--- src/rtl/rxs_pkg.sv ---
package rxs_pkg;
  // Control word layout: count in the low field, NAK flag above it.
  localparam int CTL_W     = 8;
  localparam int CNT_FLD_W = 7;
  localparam int NAK_POS   = 7;

  typedef struct packed {
    logic                 nak_last;
    logic [CNT_FLD_W-1:0] count;
  } rd_ctl_t;
endpackage

--- src/rtl/rxs_fifo.sv ---
module rxs_fifo #(
  parameter int DW    = 8,
  parameter int DEPTH = 64
) (
  input  logic          clk,
  input  logic          rst,
  input  logic          push,
  input  logic [DW-1:0] din,
  input  logic          pop,
  output logic [DW-1:0] dout,
  output logic          empty,
  output logic          full
);
  localparam int AW = $clog2(DEPTH);

  logic [DW-1:0] mem [DEPTH];
  logic [AW:0]   wr_ptr, rd_ptr;
  logic [DW-1:0] rd_q;
  logic          zero_q;

  assign empty = (wr_ptr == rd_ptr);
  assign full  = (wr_ptr[AW] != rd_ptr[AW]) && (wr_ptr[AW-1:0] == rd_ptr[AW-1:0]);

  // Storage without reset so it maps to block RAM.
  always_ff @(posedge clk) begin
    if (push && !full) mem[wr_ptr[AW-1:0]] <= din;
    if (pop && !empty) rd_q <= mem[rd_ptr[AW-1:0]];
  end

  always_ff @(posedge clk) begin
    if (rst) begin
      wr_ptr <= '0;
      rd_ptr <= '0;
      zero_q <= 1'b1;
    end else begin
      if (push && !full) wr_ptr <= wr_ptr + 1'b1;
      if (pop) begin
        zero_q <= empty;
        if (!empty) rd_ptr <= rd_ptr + 1'b1;
      end
    end
  end

  assign dout = zero_q ? '0 : rd_q;

  // the sequencer never offers a byte to a full FIFO.
  p_no_overflow_r9: assert property (@(posedge clk) disable iff (rst)
    push |-> !full);

  // a pop on an empty FIFO returns zero and moves no pointer.
  p_empty_pop_r8: assert property (@(posedge clk) disable iff (rst)
    (pop && empty && !push) |=> (dout == '0) && (rd_ptr == $past(rd_ptr)) && empty);
endmodule

--- src/rtl/rxs_ctrl.sv ---
module rxs_ctrl
  import rxs_pkg::*;
#(
  parameter int DEPTH = 64
) (
  input  logic             clk,
  input  logic             rst,
  input  logic             ctl_wr,
  input  logic [CTL_W-1:0] ctl_word,
  input  logic             rx_done,
  input  logic             fifo_full,
  output logic             rx_req,
  output logic             rx_nak,
  output logic             push,
  output logic             busy,
  output logic             done
);
  localparam int CNT_W = $clog2(DEPTH + 1);

  rd_ctl_t          ctl;
  logic [CNT_W-1:0] arm_cnt;
  logic [CNT_W-1:0] remain;
  logic             nak_en;
  logic             arm, take, last;

  assign ctl  = rd_ctl_t'(ctl_word);
  assign arm  = ctl_wr && !busy;
  assign last = (remain == CNT_W'(1));

  always_comb begin
    if (32'(ctl.count) > DEPTH) arm_cnt = CNT_W'(DEPTH);
    else                        arm_cnt = CNT_W'(ctl.count);
  end

  assign rx_req = busy && !fifo_full;
  assign take   = rx_done && rx_req;
  assign push   = take;
  assign rx_nak = busy && nak_en && last;

  always_ff @(posedge clk) begin
    if (rst) begin
      busy   <= 1'b0;
      done   <= 1'b0;
      remain <= '0;
      nak_en <= 1'b0;
    end else if (arm) begin
      nak_en <= ctl.nak_last;
      remain <= arm_cnt;
      if (arm_cnt == '0) begin
        busy <= 1'b0;
        done <= 1'b1;
      end else begin
        busy <= 1'b1;
        done <= 1'b0;
      end
    end else if (take) begin
      remain <= remain - 1'b1;
      if (last) begin
        busy <= 1'b0;
        done <= 1'b1;
      end
    end
  end

  // a non-zero arm starts the read and clears the old status.
  p_arm_r1: assert property (@(posedge clk) disable iff (rst)
    (ctl_wr && !busy && ctl_word[CNT_FLD_W-1:0] != '0) |=> busy && !done);

  // a zero count completes at once without a request.
  p_zero_count_r5: assert property (@(posedge clk) disable iff (rst)
    (ctl_wr && !busy && ctl_word[CNT_FLD_W-1:0] == '0) |=> done && !busy && !rx_req);

  // writes during a read do not touch count or flag.
  p_ignore_busy_r6: assert property (@(posedge clk) disable iff (rst)
    (ctl_wr && busy && !take) |=> (remain == $past(remain)) && (nak_en == $past(nak_en)));

  // the final handshake sets the status and ends the read.
  p_done_last_r4: assert property (@(posedge clk) disable iff (rst)
    (take && last) |=> done && !busy);

  // a NAKed byte is always the closing byte of the read.
  p_nak_closes_r3: assert property (@(posedge clk) disable iff (rst)
    (rx_nak && take) |=> !busy);

  // a handshake without a request leaves the count alone.
  p_stray_r10: assert property (@(posedge clk) disable iff (rst)
    (rx_done && !rx_req && !ctl_wr) |=> remain == $past(remain));
endmodule

--- src/rtl/rx_count_seq.sv ---
module rx_count_seq
  import rxs_pkg::*;
#(
  parameter int DW    = 8,
  parameter int DEPTH = 64
) (
  input  logic             clk,
  input  logic             rst,
  input  logic             ctl_wr,
  input  logic [CTL_W-1:0] ctl_word,
  input  logic             irq_en,
  output logic             rx_req,
  output logic             rx_nak,
  input  logic             rx_done,
  input  logic [DW-1:0]    rx_byte,
  input  logic             pop,
  output logic [DW-1:0]    pop_data,
  output logic             rx_empty,
  output logic             busy,
  output logic             done,
  output logic             irq
);
  logic push, fifo_full;

  rxs_ctrl #(.DEPTH(DEPTH)) u_ctrl (
    .clk       (clk),
    .rst       (rst),
    .ctl_wr    (ctl_wr),
    .ctl_word  (ctl_word),
    .rx_done   (rx_done),
    .fifo_full (fifo_full),
    .rx_req    (rx_req),
    .rx_nak    (rx_nak),
    .push      (push),
    .busy      (busy),
    .done      (done)
  );

  rxs_fifo #(.DW(DW), .DEPTH(DEPTH)) u_fifo (
    .clk   (clk),
    .rst   (rst),
    .push  (push),
    .din   (rx_byte),
    .pop   (pop),
    .dout  (pop_data),
    .empty (rx_empty),
    .full  (fifo_full)
  );

  assign irq = done && irq_en;

  // a full FIFO withholds the byte request.
  p_stall_full_r9: assert property (@(posedge clk) disable iff (rst)
    fifo_full |-> !rx_req);
endmodule

--- config.mk ---
export PLATFORM = sky130hd
export DESIGN_NAME = rx_count_seq
export DESIGN_NICKNAME = d
export VERILOG_FILES = /design/src/rtl/rxs_pkg.sv /design/src/rtl/rxs_fifo.sv /design/src/rtl/rxs_ctrl.sv /design/src/rtl/rx_count_seq.sv
export SDC_FILE = /design/constraint.sdc
export NUM_CORES = 1
export LEC_CHECK = 0
export BUFFER_PORTS_ARGS = -buffer_cell sky130_fd_sc_hd__buf_2
export CORE_UTILIZATION = 60
export CTS_BUF_LIST = sky130_fd_sc_hd__clkbuf_16
export DETAILED_ROUTE_END_ITERATION = 8
export GPL_TIMING_DRIVEN = 0
export PLACE_DENSITY = 0.77
export SLEW_MARGIN = 20
export SYNTH_ARGS = -nofsm -noshare
export SYNTH_HDL_FRONTEND = slang
export SYNTH_SLANG_ARGS = --single-unit
--- constraint.sdc ---
create_clock -name clk -period 3.37 [get_ports clk]
set_input_delay 0.674 -clock clk [delete_from_list [all_inputs] [get_ports clk]]
set_output_delay 0.674 -clock clk [all_outputs]
set_load 0.02 [all_outputs]
==> flow_summary.yaml <==
drt:
  drt_iter0_drc: 1716
  drt-pass1-iter-count: 6
  vias_per_cell: 6.81
  vias: 11500
  ant_nets: 0
  drc: 0
  routedWlPerCell_um: 31.9
  wl_mm: 54.1
synthesis:
  synth_area_leaders: "edfxtp_1 (72%), mux4_2 (13%), dfxtp_1 (2.3%)"
  yosysSeqAreaShare_pct: 74.2
  yosys_warnings: 0
  syn_area_um2: 21700
  synthesis.nets: 1124
  synth_top_cell_area_share_pct: 71.9
  synth_ff_type: "edfxtp_1"
  synthCells: 1098
  ys_types: 63
  ys_ff_latch: 545
  synthArstFlopShare_pct: 0
  synth.avg_cell_area_um2: 19.8
  yosysTopAreaCell: "edfxtp_1"
  synth_edf_count: 520
status:
  outcome: "finished, violations left"
  violations: "negative setup slack"
worst_setup_path:
  start_kind: "register"
  critical-path-top-delay-family: "simple AND/OR/NAND/NOR gates"
  path_common_cell: "buf_4"
  reg2reg_depth: 7
  path_cells: "buf_4 > xor2_2 > nor4_4 > a31oi_4 > buf_4 > nand3_1 > nor2_1"
  endpoint_kind: "register"
  worstPathRequired_ns: 3.57
  max_stage_delay_ns: 0.88
  critPathKind: "reg2reg"
  path_buf_inv: 2
  rrSetupSlack_ns: -0.06
  worstReg2RegEnd: "u_fifo.mem[44][1]"
  crit_path_top_delay_cell: "nor2_1"
  crit_start: "u_fifo.rd_ptr[1]"
  critPathMaxFanout: 10
  timing.rr.start: "u_fifo.rd_ptr[1]"
  critical_path.endpoint: "u_fifo.mem[44][1]"
  worstPathArrival_ns: 3.63
  path_depth: 7
sta:
  finalHoldViolations: 0
  setup_viol: 32
  worst_pin_slew_ns: 1.18
  drv_slew: 0
  rsz0062_at_grt: "true"
  timing.final.crit_period_ns: 3.43
  fin_crit_sh_pct: 102
  clock_skew_ns: 0.0119
  relSlewSlack_pct: 21.3
  clock.fmax_mhz: 291
  setup_ws_ns: -0.0616
  setup-tns-final_ns: -0.935
placed_design:
  routabilityCongestion: 0.998
  dp_cells: 1594
  io_buffer_count: 35
  place_hpwl_mm: 32.9
  place_area_um2: 22500
final_layout:
  area.growth.synth_to_final_pct: 12.2
  final_cells: 1695
  final_cell_mix: "edfxtp_1 (520), mux4_2 (122), nor2_1 (58)"
  diodes: 0
  final_common_cell: "edfxtp_1"
  final_core_util_pct: 68.5
  nets: 1221
  drive_gt1_share_pct: 27.2
  finish.instance_area_um2: 24400
power:
  p_clk_share_pct: 41.1
  p_per_area_nw_per_um2: 584
  p_int_mw: 11.2
  comb_power_share_pct: 6.5
  seqPwrFrac_pct: 52.4
  p_sw_mw: 3.03
  power_leakage_nw: 7.43
  p_sw_share_pct: 21.3
  ir_worst_vdd_v: 0.000503
clock_tree:
  cts-htree-levels: 2
  clock_path_buffers: 3
  clock_latency_ns: 0.57
  cts_sinks: 545
  cts_tree: "built"
  root_buffer: "clkbuf_16"
  cts_inserted_buffers: 52
  cts.clk_slew.worst_paths_ns: 0.07
  hold_buffers: 0
global_route:
  groute.layer.met1.usage_pct: 40.5
  grt_pass1_vias: 11400
  grt_pass1_wl_mm: 76.4
  gr-usage-met2_pct: 47.0
  grt_max_degree: 65
  antenna_found_initial: 1
  grt_usage_pct: 30.1
  gr-total-overflow: 0
  grt-busiest-layer: "met2"
  grtUsageMet3_pct: 7.47
floorplan:
  fp.dieH_um: 192
  num_rows: 69
  die_w_um: 192
  die_area_um2: 37000
  ios: 36
  start_util_pct: 61.1
  core_um2: 35600
hold_path:
  hold_path.class: "in2reg"
  hold_path_depth: 3
run:
  max_cap_viol_count: 0
## power groups by stage
stage / logic, mW / registers [mW] / clock network, mW
6_report: 0.922 / 7.46 / 5.85
5_1_grt: 0.963 / 7.46 / 6.13
4_1_cts: 0.912 / 7.47 / 5.86
3_5_place_dp: 0.903 / 7.61 / 0
3_3_place_gp: 0.885 / 7.61 / 0
2_1_floorplan: 0.555 / 7.61 / 0
## layout make-up
cell class | instances | area [um^2]
timing repair buffer | 44 | 260
sequential | 545 | 16100
tap | 461 | 577
inverter | 7 | 26.3
fill | 2181 | 11200
multi-input combinational | 482 | 5280
clock buffer | 53 | 1330
clock inverter | 40 | 378
buffer | 63 | 402
## synth_stat cells, types with 9 or more instances
cell type and n:
edfxtp_1 520, nand3_1 13, mux2i_1 44, a22oi_1 9, dfxtp_1 25, a21oi_1 20
mux4_2 122, nand2_1 18, nor2_1 89, clkbuf_1 20, buf_2 11, buf_4 18
a211oi_1 18, nor2b_1 19
## logic make-up (layout without fill, tap and decap cells)
kind of cell    after synthesis  count (layout)  share of synthesized area (%)
buf+inv                      71             207                           1.99
fa+ha+maj                     4               4                          0.230
mux                         175             175                           15.3
simple gates                188             188                           4.37
flops                       545             545                           74.2
compound gates               99              99                           3.23
xor+xnor                     16              16                          0.714
## worst min path at each step
stage,start,slack [ns],to
final,ctl_word[7],0.37,u_ctrl.nak_en
after detailed placement,u_ctrl.nak_en,0.47,u_ctrl.nak_en
after CTS,ctl_word[7],0.36,u_ctrl.nak_en
after global routing,rst,0.37,u_ctrl.remain[3]
after global placement,u_ctrl.nak_en,0.45,u_ctrl.nak_en
after floorplan,u_ctrl.nak_en,0.43,u_ctrl.nak_en
## tightest hold or removal path, stage by stage
cell,delay (ns)
buf_2,0.10
nand2_1,0.06
a21oi_1,0.06
## through the flow
step	setup WS (ns)	hold slack (ns)	power [mW]
floorplan	1.03	0.432	8.16
finish	-0.0616	0.366	14.2
global placement	-0.108	0.446	8.49
detailed placement	-0.154	0.471	8.52
CTS	-0.177	0.359	14.2
global route	-0.129	0.368	14.6
## sequential cells by signal, indices dropped and copies added (netlist names)
name and flops:
u_ctrl.nak_en 1, u_fifo.zero_q 1, u_ctrl.remain 7, u_fifo.wr_ptr 7, u_fifo.rd_ptr 7, u_fifo.rd_q 8
u_fifo.mem 512, u_ctrl.done 1, u_ctrl.busy 1
## metal layers
metal	vias up	part of all wire, %
met2	832	47
li1	4702	-
met3	165	11
met5	-	0
met4	0	4.9
met1	5847	37
## repair_timing
action,CTS,global route
setup endpoints to repair,193,256
gates resized for setup,15,20
endpoints found under the hold margin,0,0
pin swaps,0,2
buffers inserted,0,9
Power figures use the tool's default switching activity.
